$ cat config.mk
export PLATFORM = sky130hd
export DESIGN_NAME = pixel_priority_mux
export DESIGN_NICKNAME = d
export VERILOG_FILES = /design/src/rtl/ppm_pkg.sv /design/src/rtl/ppm_bg_shifter.sv /design/src/rtl/ppm_sprite_bank.sv /design/src/rtl/pixel_priority_mux.sv
export SDC_FILE = /design/constraint.sdc
export NUM_CORES = 1
export LEC_CHECK = 0
export ABC_CLOCK_PERIOD_IN_PS = 13600
export BUFFER_PORTS_ARGS = -buffer_cell sky130_fd_sc_hd__clkbuf_2
export CAP_MARGIN = 10
export CORE_AREA = 2 2 182 184
export DETAILED_ROUTE_END_ITERATION = 10
export DIE_AREA = 0 0 184 186
export GPL_TIMING_DRIVEN = 1
export PLACE_DENSITY = 0.75
export SKIP_CTS_REPAIR_TIMING = 1
export SYNTH_ARGS = -nofsm -noshare
export SYNTH_HDL_FRONTEND = slang
export SYNTH_HIERARCHICAL = 1
export SYNTH_SLANG_ARGS = --single-unit
$ cat constraint.sdc
create_clock -name clk -period 13.6 [get_ports clk]
set_clock_uncertainty 0.2 [all_clocks]
set_input_delay 2.72 -clock clk [delete_from_list [all_inputs] [get_ports clk]]
set_output_delay 2.72 -clock clk [all_outputs]
set_load 0.05 [all_outputs]
$ cat src/rtl/ppm_pkg.sv
package ppm_pkg;

    localparam int DOT_W   = 9;
    localparam int VADDR_W = 15;

    typedef struct packed {
        logic [7:0] xpos;
        logic [7:0] lo;
        logic [7:0] hi;
        logic [7:0] attr;
    } spr_slot_t;

    typedef struct packed {
        logic [1:0] pat;
        logic [1:0] pal;
        logic       behind;
        logic       is_zero;
    } spr_px_t;

    typedef struct packed {
        logic [1:0] pat;
        logic [1:0] attr;
    } bg_px_t;

    function automatic logic in_shift_window(input logic [DOT_W-1:0] d);
        return ((d >= 9'd2) && (d <= 9'd257)) || ((d >= 9'd322) && (d <= 9'd337));
    endfunction

    function automatic logic [2:0] attr_shift_amt(input logic [VADDR_W-1:0] a);
        logic [VADDR_W-1:0] am1;
        am1 = a - 15'd1;
        return {a[6], am1[1], 1'b0};
    endfunction

    function automatic logic [4:0] compose_index(input bg_px_t bg, input spr_px_t sp);
        if ((sp.pat != 2'b00) && !(sp.behind && (bg.pat != 2'b00)))
            return {1'b1, sp.pal, sp.pat};
        else if (bg.pat == 2'b00)
            return 5'd0;
        else
            return {1'b0, bg.attr, bg.pat};
    endfunction

    function automatic logic [4:0] idle_index(input logic [VADDR_W-1:0] a);
        return (a[13:8] == 6'h3F) ? a[4:0] : 5'd0;
    endfunction

endpackage

$ cat src/rtl/ppm_bg_shifter.sv
module ppm_bg_shifter
    import ppm_pkg::*;
#(
    parameter int PAT_W  = 16,
    parameter int ATTR_W = 8
) (
    input  logic               clk,
    input  logic               rst,
    input  logic               advance,
    input  logic               reload,
    input  logic [7:0]         tile_lo,
    input  logic [7:0]         tile_hi,
    input  logic [7:0]         attr_byte,
    input  logic [VADDR_W-1:0] vaddr,
    input  logic [2:0]         fine_x,
    output bg_px_t             px
);
    localparam int PAT_TOP  = PAT_W - 1;
    localparam int ATTR_TOP = ATTR_W - 1;

    logic [PAT_W-1:0]  pat_lo, pat_hi;
    logic [ATTR_W-1:0] at_lo, at_hi;
    logic              lat_lo, lat_hi;
    logic [2:0]        sel;

    assign sel = attr_shift_amt(vaddr);

    always_ff @(posedge clk) begin
        if (rst) begin
            pat_lo <= '0;
            pat_hi <= '0;
            at_lo  <= '0;
            at_hi  <= '0;
            lat_lo <= 1'b0;
            lat_hi <= 1'b0;
        end else if (advance) begin
            at_lo <= {at_lo[ATTR_TOP-1:0], lat_lo};
            at_hi <= {at_hi[ATTR_TOP-1:0], lat_hi};
            if (reload) begin
                pat_lo <= {pat_lo[PAT_TOP-1:7], tile_lo};
                pat_hi <= {pat_hi[PAT_TOP-1:7], tile_hi};
                lat_lo <= attr_byte[sel];
                lat_hi <= attr_byte[sel + 3'd1];
            end else begin
                pat_lo <= {pat_lo[PAT_TOP-1:0], 1'b0};
                pat_hi <= {pat_hi[PAT_TOP-1:0], 1'b0};
            end
        end
    end

    always_comb begin
        px.pat  = {pat_hi[PAT_TOP - 32'(fine_x)], pat_lo[PAT_TOP - 32'(fine_x)]};
        px.attr = {at_hi[ATTR_TOP - 32'(fine_x)], at_lo[ATTR_TOP - 32'(fine_x)]};
    end

    AST_BG_HOLD: assert property (@(posedge clk) disable iff (rst)
        !advance |=> ($stable(pat_lo) && $stable(pat_hi) && $stable(at_lo))) else $error("hold");
    AST_BG_SHIFT: assert property (@(posedge clk) disable iff (rst)
        (advance && !reload) |=> (pat_lo[PAT_TOP:1] == $past(pat_lo[PAT_TOP-1:0]))) else $error("shift");
    AST_BG_RELOAD: assert property (@(posedge clk) disable iff (rst)
        (advance && reload) |=> (pat_hi[7:0] == $past(tile_hi))) else $error("reload");

endmodule

$ cat src/rtl/ppm_sprite_bank.sv
module ppm_sprite_bank
    import ppm_pkg::*;
#(
    parameter int SLOTS = 8,
    localparam int SEL_W = $clog2(SLOTS)
) (
    input  logic             clk,
    input  logic             rst,
    input  logic             we,
    input  logic [SEL_W-1:0] sel,
    input  spr_slot_t        wdata,
    input  logic             zero_flag,
    input  logic [7:0]       pixel,
    input  logic             px_en,
    output spr_px_t          px
);
    spr_slot_t  slot [SLOTS];
    logic [1:0] cand [SLOTS];
    logic       zero_q;

    always_ff @(posedge clk) begin
        if (rst) begin
            zero_q <= 1'b0;
        end else if (we && (sel == '0)) begin
            zero_q <= zero_flag;
        end
    end

    for (genvar i = 0; i < SLOTS; i++) begin : g_slot
        logic [8:0] diff;
        logic [2:0] off;

        always_ff @(posedge clk) begin
            if (rst)
                slot[i] <= '0;
            else if (we && (sel == SEL_W'(i)))
                slot[i] <= wdata;
        end

        assign diff = {1'b0, pixel} - {1'b0, slot[i].xpos};
        assign off  = 3'd7 - diff[2:0];
        assign cand[i] = (diff < 9'd8) ? {slot[i].hi[off], slot[i].lo[off]} : 2'b00;
    end

    always_comb begin
        px = '0;
        if (px_en) begin
            for (int i = SLOTS - 1; i >= 0; i--) begin
                if (cand[i] != 2'b00) begin
                    px.pat     = cand[i];
                    px.pal     = slot[i].attr[1:0];
                    px.behind  = slot[i].attr[5];
                    px.is_zero = (i == 0) && zero_q;
                end
            end
        end
    end

    AST_SPR_WRITE: assert property (@(posedge clk) disable iff (rst)
        (we && (sel == '0)) |=> (slot[0].xpos == $past(wdata.xpos))) else $error("slot write");

endmodule

$ cat src/rtl/pixel_priority_mux.sv
module pixel_priority_mux
    import ppm_pkg::*;
#(
    parameter int SLOTS = 8,
    localparam int SEL_W = $clog2(SLOTS)
) (
    input  logic               clk,
    input  logic               rst,
    input  logic [DOT_W-1:0]   dot,
    input  logic               vis_line,
    input  logic               pre_line,
    input  logic               show_bg,
    input  logic               show_spr,
    input  logic               bg_left_on,
    input  logic               spr_left_on,
    input  logic [2:0]         fine_x,
    input  logic [VADDR_W-1:0] vaddr,
    input  logic [7:0]         tile_lo,
    input  logic [7:0]         tile_hi,
    input  logic [7:0]         attr_byte,
    input  logic               spr_we,
    input  logic [SEL_W-1:0]   spr_sel,
    input  logic [7:0]         spr_x,
    input  logic [7:0]         spr_lo,
    input  logic [7:0]         spr_hi,
    input  logic [7:0]         spr_attr,
    input  logic               spr_zero,
    input  logic               hit_clr,
    output logic               pix_valid,
    output logic [7:0]         pix_x,
    output logic [4:0]         pix_idx,
    output logic               s0_hit
);
    logic       render_on, advance, reload, out_dot;
    logic [7:0] pix_pos;
    logic       bg_vis, spr_vis, hit_now;
    bg_px_t     bg_raw, bg_eff;
    spr_px_t    spr;
    spr_slot_t  wslot;
    logic [4:0] idx_now;

    assign render_on = show_bg | show_spr;
    assign advance   = render_on && (vis_line || pre_line) && in_shift_window(dot);
    assign reload    = advance && (dot[2:0] == 3'd1);
    assign out_dot   = vis_line && (dot >= 9'd2) && (dot <= 9'd257);
    assign pix_pos   = 8'(dot - 9'd2);
    assign bg_vis    = show_bg  && (bg_left_on  || (pix_pos >= 8'd8));
    assign spr_vis   = show_spr && (spr_left_on || (pix_pos >= 8'd8));
    assign wslot     = '{xpos: spr_x, lo: spr_lo, hi: spr_hi, attr: spr_attr};

    ppm_bg_shifter u_bg (
        .clk      (clk),
        .rst      (rst),
        .advance  (advance),
        .reload   (reload),
        .tile_lo  (tile_lo),
        .tile_hi  (tile_hi),
        .attr_byte(attr_byte),
        .vaddr    (vaddr),
        .fine_x   (fine_x),
        .px       (bg_raw)
    );

    ppm_sprite_bank #(.SLOTS(SLOTS)) u_spr (
        .clk      (clk),
        .rst      (rst),
        .we       (spr_we),
        .sel      (spr_sel),
        .wdata    (wslot),
        .zero_flag(spr_zero),
        .pixel    (pix_pos),
        .px_en    (spr_vis),
        .px       (spr)
    );

    always_comb begin
        bg_eff     = bg_raw;
        if (!bg_vis) bg_eff.pat = 2'b00;
        idx_now    = render_on ? compose_index(bg_eff, spr) : idle_index(vaddr);
        hit_now    = render_on && (spr.pat != 2'b00) && spr.is_zero
                     && (bg_eff.pat != 2'b00) && (pix_pos != 8'hFF);
    end

    always_ff @(posedge clk) begin
        if (rst) begin
            pix_valid <= 1'b0;
            pix_x     <= '0;
            pix_idx   <= '0;
            s0_hit    <= 1'b0;
        end else begin
            pix_valid <= out_dot;
            pix_x     <= out_dot ? pix_pos : 8'd0;
            pix_idx   <= out_dot ? idx_now : 5'd0;
            if (hit_clr)
                s0_hit <= 1'b0;
            else if (out_dot && hit_now)
                s0_hit <= 1'b1;
        end
    end

    AST_VALID_WINDOW: assert property (@(posedge clk) disable iff (rst)
        pix_valid |-> ($past(vis_line) && ($past(dot) >= 9'd2) && ($past(dot) <= 9'd257))) else $error("window");
    AST_HIT_STICKY: assert property (@(posedge clk) disable iff (rst)
        (s0_hit && !hit_clr) |=> s0_hit) else $error("sticky");
    AST_HIT_NOT_LAST: assert property (@(posedge clk) disable iff (rst)
        $rose(s0_hit) |-> (pix_valid && (pix_x != 8'hFF))) else $error("last column");
    AST_IDLE_INDEX: assert property (@(posedge clk) disable iff (rst)
        (pix_valid && !$past(show_bg) && !$past(show_spr) && ($past(vaddr[13:8]) != 6'h3F))
        |-> (pix_idx == 5'd0)) else $error("idle index");

endmodule

==> impl_metrics.env <==
export IMPL_stdcell_area_mm2=0.0177
export IMPL_r2r_slack_ns=8.44
export IMPL_m1WireLength_um=16000
export IMPL_run_status="finished, final reports clean"
export IMPL_grt_pass1_vias=10400
export IMPL_crit_type="input pin to register"
export IMPL_syn_area_mm2=0.0156
export IMPL_rows=66
export IMPL_hold_path_class="register to register"
export IMPL_synth_edff_count=216
export IMPL_cts_tree="built"
export IMPL_ys_types=91
export IMPL_dp_cells=1819
export IMPL_root_buffer="clkbuf_16"
export IMPL_drt_pass1_iter_count=5
export IMPL_antenna_found_initial=2
export IMPL_die_width_um=184
export IMPL_placedInstanceArea_mm2=0.0167
export IMPL_path_cells="clkbuf_2 -> inv_1 -> buf_4 -> ha_1 -> or3b_2 -> xnor2_1 -> buf_4 -> ha_1 -> nor3_1 -> nand2b_1 -> a2111oi_0 -> o221ai_1 -> a211oi_1 -> nand2_1 -> a41oi_1 -> o311a_1 -> inv_1 -> o311a_1 -> a221o_1"
export IMPL_combPwrFrac_pct=17.9
export IMPL_pwr_share_seq_pct=44.4
export IMPL_drtIter0Drc=870
export IMPL_synth_top_area_share_pct=41.5
export IMPL_postSynth_asyncResetShare_pct=0
export IMPL_setup_viol=0
export IMPL_switching_share_pct=26.7
export IMPL_maxUsedRoutingLayer="met5"
export IMPL_start_util_pct=48.5
export IMPL_crit_path_end_kind="register"
export IMPL_ir_worst_vdd_uv=112
export IMPL_synth_cells=1330
export IMPL_synth_area_per_cell_um2=11.7
export IMPL_max_clock_freq_mhz=115
export IMPL_ys_warn_count=6
export IMPL_slowest_stage="xnor2_1"
export IMPL_clockBufferDepth=3
export IMPL_yosysSeqAreaShare_pct=50.0
export IMPL_gp_congestion=0.876
export IMPL_hold_start="u_bg/pat_hi[0]"
export IMPL_h_tree_depth=1
export IMPL_ios=112
export IMPL_clkPwrFrac_pct=37.7
export IMPL_p_total_uw=2230
export IMPL_worstMarginPinSlew_ns=1.13
export IMPL_maxCapViolCount=0
export IMPL_grt_max_degree=66
export IMPL_final_cell_mix="224 x and2_1, 216 x edfxtp_1, 103 x clkbuf_2"
export IMPL_core_area_mm2=0.0322
export IMPL_rsz0062_at_grt="no"
export IMPL_reg2reg_from="u_spr/slot[1][88]"
export IMPL_drv_slew=0
export IMPL_hpwl_um=26000
export IMPL_synth_ff_type="edfxtp_1"
export IMPL_grt_first_pass_wirelength_um=57100
export IMPL_clock_latency_ns=0.58
export IMPL_io_buffers=103
export IMPL_critical_path_peak_fanout=13
export IMPL_dieHeight_um=186
export IMPL_wl_per_cell_um=20.1
export IMPL_required_ns=13.86
export IMPL_synthToLayoutAreaGrowth_pct=13.0
export IMPL_fin_setup_tns_ns=0
export IMPL_worstSetupStartpointType="input pin"
export IMPL_utilization_pct=54.8
export IMPL_switching_power_uw=596
export IMPL_relSlewSlack_pct=24.3
export IMPL_finalNonFillerCells=1876
export IMPL_leakagePower_uw=0.00697
export IMPL_yosys_area_top_type="edfxtp_1"
export IMPL_drive_gt1_share_pct=17.2
export IMPL_fin_nets=1616
export IMPL_wl_um=37700
export IMPL_diodes=0
export IMPL_synthTopCellsByArea="edfxtp_1 42%, and2_1 9.0%, dfxtp_1 8.5%"
export IMPL_wl_met3_um=2900
export IMPL_syn_nets=1502
export IMPL_p_int_uw=1630
export IMPL_cts_buffers=31
export IMPL_ant_nets=0
export IMPL_cts_sinks=282
export IMPL_via_per_inst=5.82
export IMPL_finalCritPeriodShare_pct=63.8
export IMPL_dieArea_mm2=0.0342
export IMPL_route_met2_wl_um=17400
export IMPL_drc_errors=0
export IMPL_final_common_cell="and2_1"
export IMPL_vias=10900
export IMPL_cts_clk_slew_worst_paths_ns=0.06
export IMPL_ys_ff_latch=282
export IMPL_grt_total_usage_pct=21.9
export IMPL_timing_final_crit_period_ns=8.68
export IMPL_cp_arrival_ns=8.94
export IMPL_grt_ovfl_total=0
export IMPL_hold_violations=0
export IMPL_power_density_mw_per_mm2=126
export IMPL_critPathMaxStageDelay_ns=0.77
export IMPL_startpoint="dot[1]"
## cells by family (layout without fill, tap and decap cells)
kind of cell	Yosys count	in the layout	share of synthesized area, %
AND/OR/NAND/NOR	502	502	18.5
flip-flops	282	282	50.0
AO/OA/AOI/OAI	209	209	9.77
buffers and inverters	132	270	3.38
multiplexers	114	114	11.1
adder cells (fa/ha/maj)	75	75	6.39
XOR/XNOR	16	16	0.945
## metal layers
layer	vias to the layer above	track usage (%)
li1	5131	-
met1	5231	28.7
met2	470	36.5
met3	90	3.76
met4	4	8.51
met5	-	0
## flip-flops by register name (all words and copies together), names as in the netlist, 5 cells and up
signal and count:
pix_idx 5, u_bg/pat_lo 16, u_bg/at_hi 8, pix_x 8
u_bg/at_lo 8, u_bg/pat_hi 16, u_spr/slot 216
## power by group through the flow
stage                     Sequential (µW)  Combinational, µW  Clock (µW)
final                                 989                400         839
after global placement               1000                381           0
after CTS                             989                396         853
after floorplan                      1010                275           0
after detailed placement             1010                393           0
after global routing                  993                433         888
## worst paths after layout
check / end / depth (start not counted)
max: pix_idx[2] / 19
min: u_bg/pat_hi[0] / 2
max reg2reg: pix_idx[3] / 15
min reg2reg: u_bg/pat_hi[0] / 2
## stage by stage
stage	hold WS, ns	setup slack [ns]
3_5_place_dp	0.260	4.45
3_3_place_gp	0.255	4.53
6_report	0.273	4.92
5_1_grt	0.287	4.62
2_1_floorplan	0.232	5.48
4_1_cts	0.270	5.01
## layout make-up
type,count,area (µm²)
Clock buffer,35,791
Clock inverter,22,221
Fill cell,2706,14500
Inverter,88,330
Multi-Input combinational cell,916,7320
Sequential cell,282,7810
Tap cell,408,510
Timing Repair Buffer,125,681
## critical path, delay by kind of cell
kind	cells	cell delay, ns
fa+ha+maj	2	0.64
xor+xnor	1	0.77
buf+inv	5	0.96
simple gates	4	1.09
compound gates	7	2.77
## synthesized netlist by cell type (16+ instances only)
library cell / n
and2_1: 224
edfxtp_1: 216
nor2_1: 91
inv_1: 88
ha_1: 67
dfxtp_1: 66
mux2i_1: 58
a21oi_1: 42
nand2_1: 37
mux4_2: 34
clkbuf_1: 30
nand2b_1: 25
nor2b_1: 25
o21ai_0: 21
a211oi_1: 20
nor3_1: 20
nand3_1: 16
No activity file was read; power rests on OpenSTA's default activity.
